$ cat src/rtl/sc_edge_pkg.sv
package sc_edge_pkg;
  localparam int unsigned PIX_W_DEF = 8;
  localparam logic [7:0] RND_TAPS = 8'hB8;
  localparam logic [7:0] SEL_TAPS = 8'hB4;
  localparam logic [7:0] RND_SEED = 8'h01;
  localparam logic [7:0] SEL_SEED = 8'hA5;

  typedef enum logic [1:0] {
    SNAP_EARLY = 2'd0,
    SNAP_MID   = 2'd1,
    SNAP_FINAL = 2'd2
  } snap_tag_e;
endpackage

$ cat src/rtl/sc_lfsr.sv
module sc_lfsr #(
  parameter int unsigned W = 8,
  parameter logic [W-1:0] TAPS = 8'hB8,
  parameter logic [W-1:0] SEED = 8'h01
) (
  input  logic         clk,
  input  logic         rst_n,
  input  logic         load,
  input  logic         adv,
  output logic [W-1:0] state
);
  logic [W-1:0] state_nxt;
  logic         fb;

  always_comb begin
    fb = ^(state & TAPS);
    state_nxt = state;
    if (load) state_nxt = SEED;
    else if (adv) state_nxt = {state[W-2:0], fb};
  end

  always_ff @(posedge clk or negedge rst_n) begin
    if (!rst_n) state <= SEED;
    else        state <= state_nxt;
  end

  assert_lfsr_nonzero_R5: assert property (@(posedge clk) disable iff (!rst_n)
    state != '0);
endmodule

$ cat src/rtl/sc_edge_core.sv
module sc_edge_core #(
  parameter int unsigned PIX_W = 8
) (
  input  logic [PIX_W-1:0] pix [4],
  input  logic [PIX_W-1:0] rnd,
  input  logic             sel,
  output logic             edge_bit
);
  logic [3:0] sbit;
  logic       diff_main;
  logic       diff_anti;

  for (genvar g = 0; g < 4; g++) begin : g_cmp
    assign sbit[g] = pix[g] > rnd;
  end

  // index order: 0 tl, 1 tr, 2 bl, 3 br
  assign diff_main = sbit[0] ^ sbit[3];
  assign diff_anti = sbit[1] ^ sbit[2];
  assign edge_bit  = sel ? diff_anti : diff_main;

  always_comb begin
    if (pix[0] == pix[3] && pix[1] == pix[2])
      assert_eq_diag_zero_R2: assert (edge_bit == 1'b0);
  end
endmodule

$ cat src/rtl/sc_edge_accum.sv
module sc_edge_accum #(
  parameter int unsigned LEN_LOG   = 8,
  parameter int unsigned SNAP0_LOG = 2,
  parameter int unsigned SNAP1_LOG = 5,
  localparam int unsigned CNT_W    = LEN_LOG + 1
) (
  input  logic             clk,
  input  logic             rst_n,
  input  logic             start,
  input  logic             edge_bit,
  output logic             busy,
  output logic             done,
  output logic [CNT_W-1:0] count,
  output logic             snap_valid,
  output logic [1:0]       snap_tag,
  output logic [CNT_W-1:0] snap_value
);
  import sc_edge_pkg::*;

  localparam logic [CNT_W-1:0] RUN_LEN  = CNT_W'(1) << LEN_LOG;
  localparam logic [CNT_W-1:0] SNAP0_AT = CNT_W'(1) << SNAP0_LOG;
  localparam logic [CNT_W-1:0] SNAP1_AT = CNT_W'(1) << SNAP1_LOG;

  logic [CNT_W-1:0] cyc, cyc_nxt, count_nxt, snap_value_nxt;
  logic             busy_nxt, done_nxt, snap_valid_nxt;
  logic [1:0]       snap_tag_nxt;

  always_comb begin
    cyc_nxt        = cyc;
    count_nxt      = count;
    busy_nxt       = busy;
    done_nxt       = done;
    snap_valid_nxt = 1'b0;
    snap_tag_nxt   = snap_tag;
    snap_value_nxt = snap_value;
    if (start) begin
      cyc_nxt   = '0;
      count_nxt = '0;
      busy_nxt  = 1'b1;
      done_nxt  = 1'b0;
    end else if (busy) begin
      count_nxt = count + {{(CNT_W-1){1'b0}}, edge_bit};
      cyc_nxt   = cyc + 1'b1;
      if (cyc_nxt == SNAP0_AT) begin
        snap_valid_nxt = 1'b1;
        snap_tag_nxt   = SNAP_EARLY;
        snap_value_nxt = count_nxt << (LEN_LOG - SNAP0_LOG);
      end
      if (cyc_nxt == SNAP1_AT) begin
        snap_valid_nxt = 1'b1;
        snap_tag_nxt   = SNAP_MID;
        snap_value_nxt = count_nxt << (LEN_LOG - SNAP1_LOG);
      end
      if (cyc_nxt == RUN_LEN) begin
        snap_valid_nxt = 1'b1;
        snap_tag_nxt   = SNAP_FINAL;
        snap_value_nxt = count_nxt;
        busy_nxt       = 1'b0;
        done_nxt       = 1'b1;
      end
    end
  end

  always_ff @(posedge clk or negedge rst_n) begin
    if (!rst_n) begin
      cyc        <= '0;
      count      <= '0;
      busy       <= 1'b0;
      done       <= 1'b0;
      snap_valid <= 1'b0;
      snap_tag   <= SNAP_EARLY;
      snap_value <= '0;
    end else begin
      cyc        <= cyc_nxt;
      count      <= count_nxt;
      busy       <= busy_nxt;
      done       <= done_nxt;
      snap_valid <= snap_valid_nxt;
      snap_tag   <= snap_tag_nxt;
      snap_value <= snap_value_nxt;
    end
  end

  assert_count_step_R6: assert property (@(posedge clk) disable iff (!rst_n)
    (busy && !start) |=> (count == $past(count) || count == $past(count) + 1'b1));
  assert_count_bound_R6: assert property (@(posedge clk) disable iff (!rst_n)
    count <= cyc);
  assert_busy_done_excl_R7: assert property (@(posedge clk) disable iff (!rst_n)
    !(busy && done));
  assert_done_hold_R8: assert property (@(posedge clk) disable iff (!rst_n)
    (done && !start) |=> (done && $stable(count)));
endmodule

$ cat src/rtl/sc_edge_window.sv
module sc_edge_window #(
  parameter int unsigned PIX_W     = 8,
  parameter int unsigned SNAP0_LOG = 2,
  parameter int unsigned SNAP1_LOG = 5,
  localparam int unsigned CNT_W    = PIX_W + 1
) (
  input  logic             clk,
  input  logic             rst_n,
  input  logic             start,
  input  logic [PIX_W-1:0] pix_tl,
  input  logic [PIX_W-1:0] pix_tr,
  input  logic [PIX_W-1:0] pix_bl,
  input  logic [PIX_W-1:0] pix_br,
  output logic             busy,
  output logic             done,
  output logic [CNT_W-1:0] count,
  output logic             snap_valid,
  output logic [1:0]       snap_tag,
  output logic [CNT_W-1:0] snap_value
);
  import sc_edge_pkg::*;

  logic [1:0]       rst_sync;
  logic             rst_int_n;
  logic [PIX_W-1:0] rnd_state, sel_state;
  logic [PIX_W-1:0] pix_vec [4];
  logic             edge_bit;
  logic             gen_adv;

  always_ff @(posedge clk or negedge rst_n) begin
    if (!rst_n) rst_sync <= 2'b00;
    else        rst_sync <= {rst_sync[0], 1'b1};
  end
  assign rst_int_n = rst_sync[1];

  assign pix_vec[0] = pix_tl;
  assign pix_vec[1] = pix_tr;
  assign pix_vec[2] = pix_bl;
  assign pix_vec[3] = pix_br;
  assign gen_adv    = busy & ~start;

  sc_lfsr #(.W(PIX_W), .TAPS(PIX_W'(RND_TAPS)), .SEED(PIX_W'(RND_SEED))) u_rnd (
    .clk(clk), .rst_n(rst_int_n), .load(start), .adv(gen_adv), .state(rnd_state));

  sc_lfsr #(.W(PIX_W), .TAPS(PIX_W'(SEL_TAPS)), .SEED(PIX_W'(SEL_SEED))) u_sel (
    .clk(clk), .rst_n(rst_int_n), .load(start), .adv(gen_adv), .state(sel_state));

  sc_edge_core #(.PIX_W(PIX_W)) u_core (
    .pix(pix_vec), .rnd(rnd_state), .sel(sel_state[PIX_W-1]), .edge_bit(edge_bit));

  sc_edge_accum #(.LEN_LOG(PIX_W), .SNAP0_LOG(SNAP0_LOG), .SNAP1_LOG(SNAP1_LOG)) u_acc (
    .clk(clk), .rst_n(rst_int_n), .start(start), .edge_bit(edge_bit),
    .busy(busy), .done(done), .count(count), .snap_valid(snap_valid),
    .snap_tag(snap_tag), .snap_value(snap_value));
endmodule

$ cat config.mk
export PLATFORM = sky130hd
export DESIGN_NAME = sc_edge_window
export DESIGN_NICKNAME = d
export VERILOG_FILES = /design/src/rtl/sc_edge_pkg.sv /design/src/rtl/sc_lfsr.sv /design/src/rtl/sc_edge_core.sv /design/src/rtl/sc_edge_accum.sv /design/src/rtl/sc_edge_window.sv
export SDC_FILE = /design/constraint.sdc
export NUM_CORES = 1
export LEC_CHECK = 0
export BUFFER_PORTS_ARGS = -buffer_cell sky130_fd_sc_hd__buf_2
export CAP_MARGIN = 10
export CORE_AREA = 10 10 88 90
export CTS_BUF_LIST = sky130_fd_sc_hd__clkbuf_2 sky130_fd_sc_hd__clkbuf_4 sky130_fd_sc_hd__clkbuf_8
export CTS_CLUSTER_DIAMETER = 150
export DETAILED_ROUTE_END_ITERATION = 10
export DIE_AREA = 0 0 98 100
export GPL_TIMING_DRIVEN = 0
export HOLD_SLACK_MARGIN = 0.03
export PLACE_DENSITY = 0.79
export SYNTH_ARGS = -nofsm -noshare
export SYNTH_HDL_FRONTEND = slang
export SYNTH_SLANG_ARGS = --single-unit
$ cat constraint.sdc
create_clock -name clk -period 2.1 [get_ports clk]
set_input_delay 0.105 -clock clk [delete_from_list [all_inputs] [get_ports clk]]
set_output_delay 0.105 -clock clk [all_outputs]
set_load 0.02 [all_outputs]
==> reports/metrics.cfg <==
[routing]
totalWireLength_mm=8.72
via_per_inst=5.71
first_pass_iters=4
drt-initial-drc-count=145
ant_nets=0
num_vias=2867
drc_errors=0
wl_per_cell_um=17.4

[synthesis]
synth-async-reset-ratio_pct=100
synth-seq-area-share_pct=37.2
netlist_instances=335
syn-cell-area_mm2=0.00338
synth-seq-cells=50
synth_top_area_cell=dfrtp_1
syn-num-nets=406
synth_ff_type=dfrtp_1
synth_top_area_share_pct=33.4
synth_edf_count=0
avgSynthCellArea_um2=10.1
yosysWarnings=0
synth_area_leaders=dfrtp_1 33%, ha_1 13%, mux2i_1 5.3%
ys_types=50

[grt]
grt_pass1_wl_mm=13.8
grt_pass1_vias=2938
grtUsageTotal_pct=16.4
grt_overflow_total=0
grt_antenna_before_repair=0
grt_max_degree=28

[setup_path]
r2r-start=u_rnd.state[5]$_DFFE_PN0P_
crit_path_end_kind=register
crit_required_ps=2290
worstPathArrival_ps=3420
slowest_delay_ps=430
cp_num_cells=16
start_kind=register
cp.buffers_inverters=1
r2r_cells=16
critPathKind=register to register
crit_slowest_cell=dfrtp_2
crit_path_start=u_rnd.state[5]$_DFFE_PN0P_
path_max_fanout=4
r2r_end=u_acc.snap_value[8]$_DFFE_PN0P_
worstPathCellList=clkinv_4 > ha_4 > a21o_1 > a21oi_1 > nor2b_1 > o22ai_1 > o31ai_2 > xnor2_1 > mux2i_1 > ha_2 > and4_4 > nand2_2 > xor2_2 > o22ai_1 > a22o_2 > mux2_4
reg2reg_setup_slack_ps=-1130
cpLargestDelayFamily=compound AO/OA/AOI/OAI gates
cpMostUsedCell=o22ai_1
cp-endpoint=u_acc.snap_value[8]$_DFFE_PN0P_

[die]
rows=29
die_h_um=100
core_mm2=0.00613
die_x_um=98
start_util_pct=55.0
boundaryPins=58
die_area_mm2=0.00980

[pwr]
power.internal_mw=1.55
power_switching_mw=0.607
switching_share_pct=28.2
p_seq_share_pct=49.4
max-vdd-ir-drop_mv=0.298
combinationalPowerShare_pct=23.9
p_total_mw=2.15
p_leak_nw=2.12
p_clk_share_pct=26.7
power.density_mw_per_mm2=488

[timing]
hold_slack_ps=96.0
setup_viol=18
worstMarginPinSlew_ps=728
relSlewSlack_pct=51.5
finalSetupTns_ps=-12560
hold_viol_final=0
fmax_mhz=310
finalCritPeriodShare_pct=154
fin_ws_ps=-1130
slew_viol_final=0
rsz0062_at_grt=yes
skew_ps=7.21
period_minus_slack_ps=3230

[cells_and_area]
diodes=0
nets=495
layout-drive-gt1-share_pct=40.7
finalCoreUtilization_pct=72.0
stdcell_count=502
fin_area_mm2=0.00442
synthToLayoutAreaGrowth_pct=30.8

[place]
gp_congestion=0.796
port_buffers=57
dp.cells=470
placed_cell_area_mm2=0.00387
place_ws_ps=-1140
hpwl_mm=5.91

[cts]
path_clk_slew_ps=90
tritoncts=done
clk_latency_ps=300
numCtsBuffers=5
cts.sinks=50
cts_root_buffer=clkbuf_8
clockBufferDepth=2
htree_levels=2

[status]
violations=setup timing
status=finished, violations left

[min_path]
hp-class=primary input to asynchronous set/reset pin

[flow_run]
max_cap_viol_count=0

worst min-delay path by stage:
stage / startpoint / endpoint / slack (ps) / depth (start not counted)
floorplan: rst_n / rst_sync[0]$_DFF_PN0_ / -190 / 0
global placement: rst_n / rst_sync[1]$_DFF_PN0_ / -110 / 1
detailed placement: rst_n / rst_sync[0]$_DFF_PN0_ / -110 / 1
CTS: rst_n / rst_sync[1]$_DFF_PN0_ / 90 / 2
global route: rst_n / rst_sync[1]$_DFF_PN0_ / 80 / 2
finish: rst_n / rst_sync[1]$_DFF_PN0_ / 100 / 2
power groups by stage:
stage / clock network [mW] / registers [mW] / logic, mW
after floorplan: 0 / 1.10 / 0.260
after global placement: 0 / 1.09 / 0.390
after detailed placement: 0 / 1.09 / 0.418
after CTS: 0.594 / 1.06 / 0.459
after global routing: 0.626 / 1.07 / 0.565
final: 0.576 / 1.06 / 0.513
registers in the layout, indices dropped and copies added, names as in the netlist:
name	flops
u_rnd.state	8
u_acc.count	9
u_acc.snap_valid	1
u_acc.snap_value	9
u_acc.cyc	9
u_acc.snap_tag	2
u_acc.done	1
u_sel.state	8
rst_sync	2
u_acc.busy	1
synthesized netlist by cell type (all sizes together), types with 3 or more instances:
cell and instances:
dfrtp 45, ha 36, nor2 35, nand2 21, xor2 19, mux2i 18
nand4 15, xnor2 15, inv 14, a21oi 12, o21ai 12, nand3 9
clkbuf 8, nor2b 8, a22o 7, o22ai 7, a21o 6, mux2 6
buf 5, dfstp 5, or3 5, nand2b 4, nor3 4, o31ai 4
and3 3, o2bb2ai 3
layer usage:
metal | wire [um] | global-route usage (%) | vias to the layer above
met5 | 0 | 0 | -
met4 | 229 | 5.82 | 0
met3 | 620 | 5.36 | 21
met2 | 4460 | 28.5 | 104
met1 | 3400 | 18.4 | 1379
li1 | - | - | 1363
layout make-up:
cell class / count / area, um^2
Inverter: 14 / 60.1
Clock buffer: 8 / 91.3
Tap cell: 77 / 96.3
Sequential cell: 50 / 1260
Buffer: 12 / 81.3
Multi-Input combinational cell: 258 / 2310
Timing Repair Buffer: 83 / 510
Fill cell: 399 / 1720
cell usage in the layout, fill, tap and decap left out, types with 8 or more instances in the layout:
cell type	synthesis	final
buf_4	1	21
xor2_1	18	16
inv_1	14	11
dfrtp_1	45	40
mux2i_1	18	18
nor2b_1	8	8
nand4_1	14	14
ha_4	0	10
buf_2	0	57
nand2_1	20	19
ha_1	36	24
xnor2_1	15	13
nor2_1	33	31
cell families (layout without fill, tap and decap cells):
group                      count (synthesis)  count (layout)  share of synthesized area, %
other                                      1               1                         0.111
AOI/OAI and AO/OA                         55              55                          11.3
DFF                                       50              50                          37.2
muxes                                     24              24                          7.78
adders and majority gates                 36              36                          13.3
buffers and inverters                     27             117                          4.30
and+or+nand+nor                          108             108                          16.9
xor gates and xnor gates                  34              34                          9.04
worst register-to-register path, cell delays in order, from the launching register on:
cell      delay (ps)
dfrtp_2          430
clkinv_4          90
ha_4             200
a21o_1           150
a21oi_1          110
nor2b_1           60
o22ai_1          170
o31ai_2          110
xnor2_1          140
mux2i_1          200
ha_2             270
and4_4           280
nand2_2           90
xor2_2           210
o22ai_1          110
a22o_2           240
mux2_4           260
timing repair:
item / in CTS / in global routing
pin swaps: 10 / 18
setup buffers: 15 / 9
hold buffers: 1 / 0
endpoints found under the hold margin: 2 / 0
cloned: 1 / 0
endpoints found under the setup margin: 20 / 21
resized for setup: 15 / 37
(Power assumes the default switching activity.)
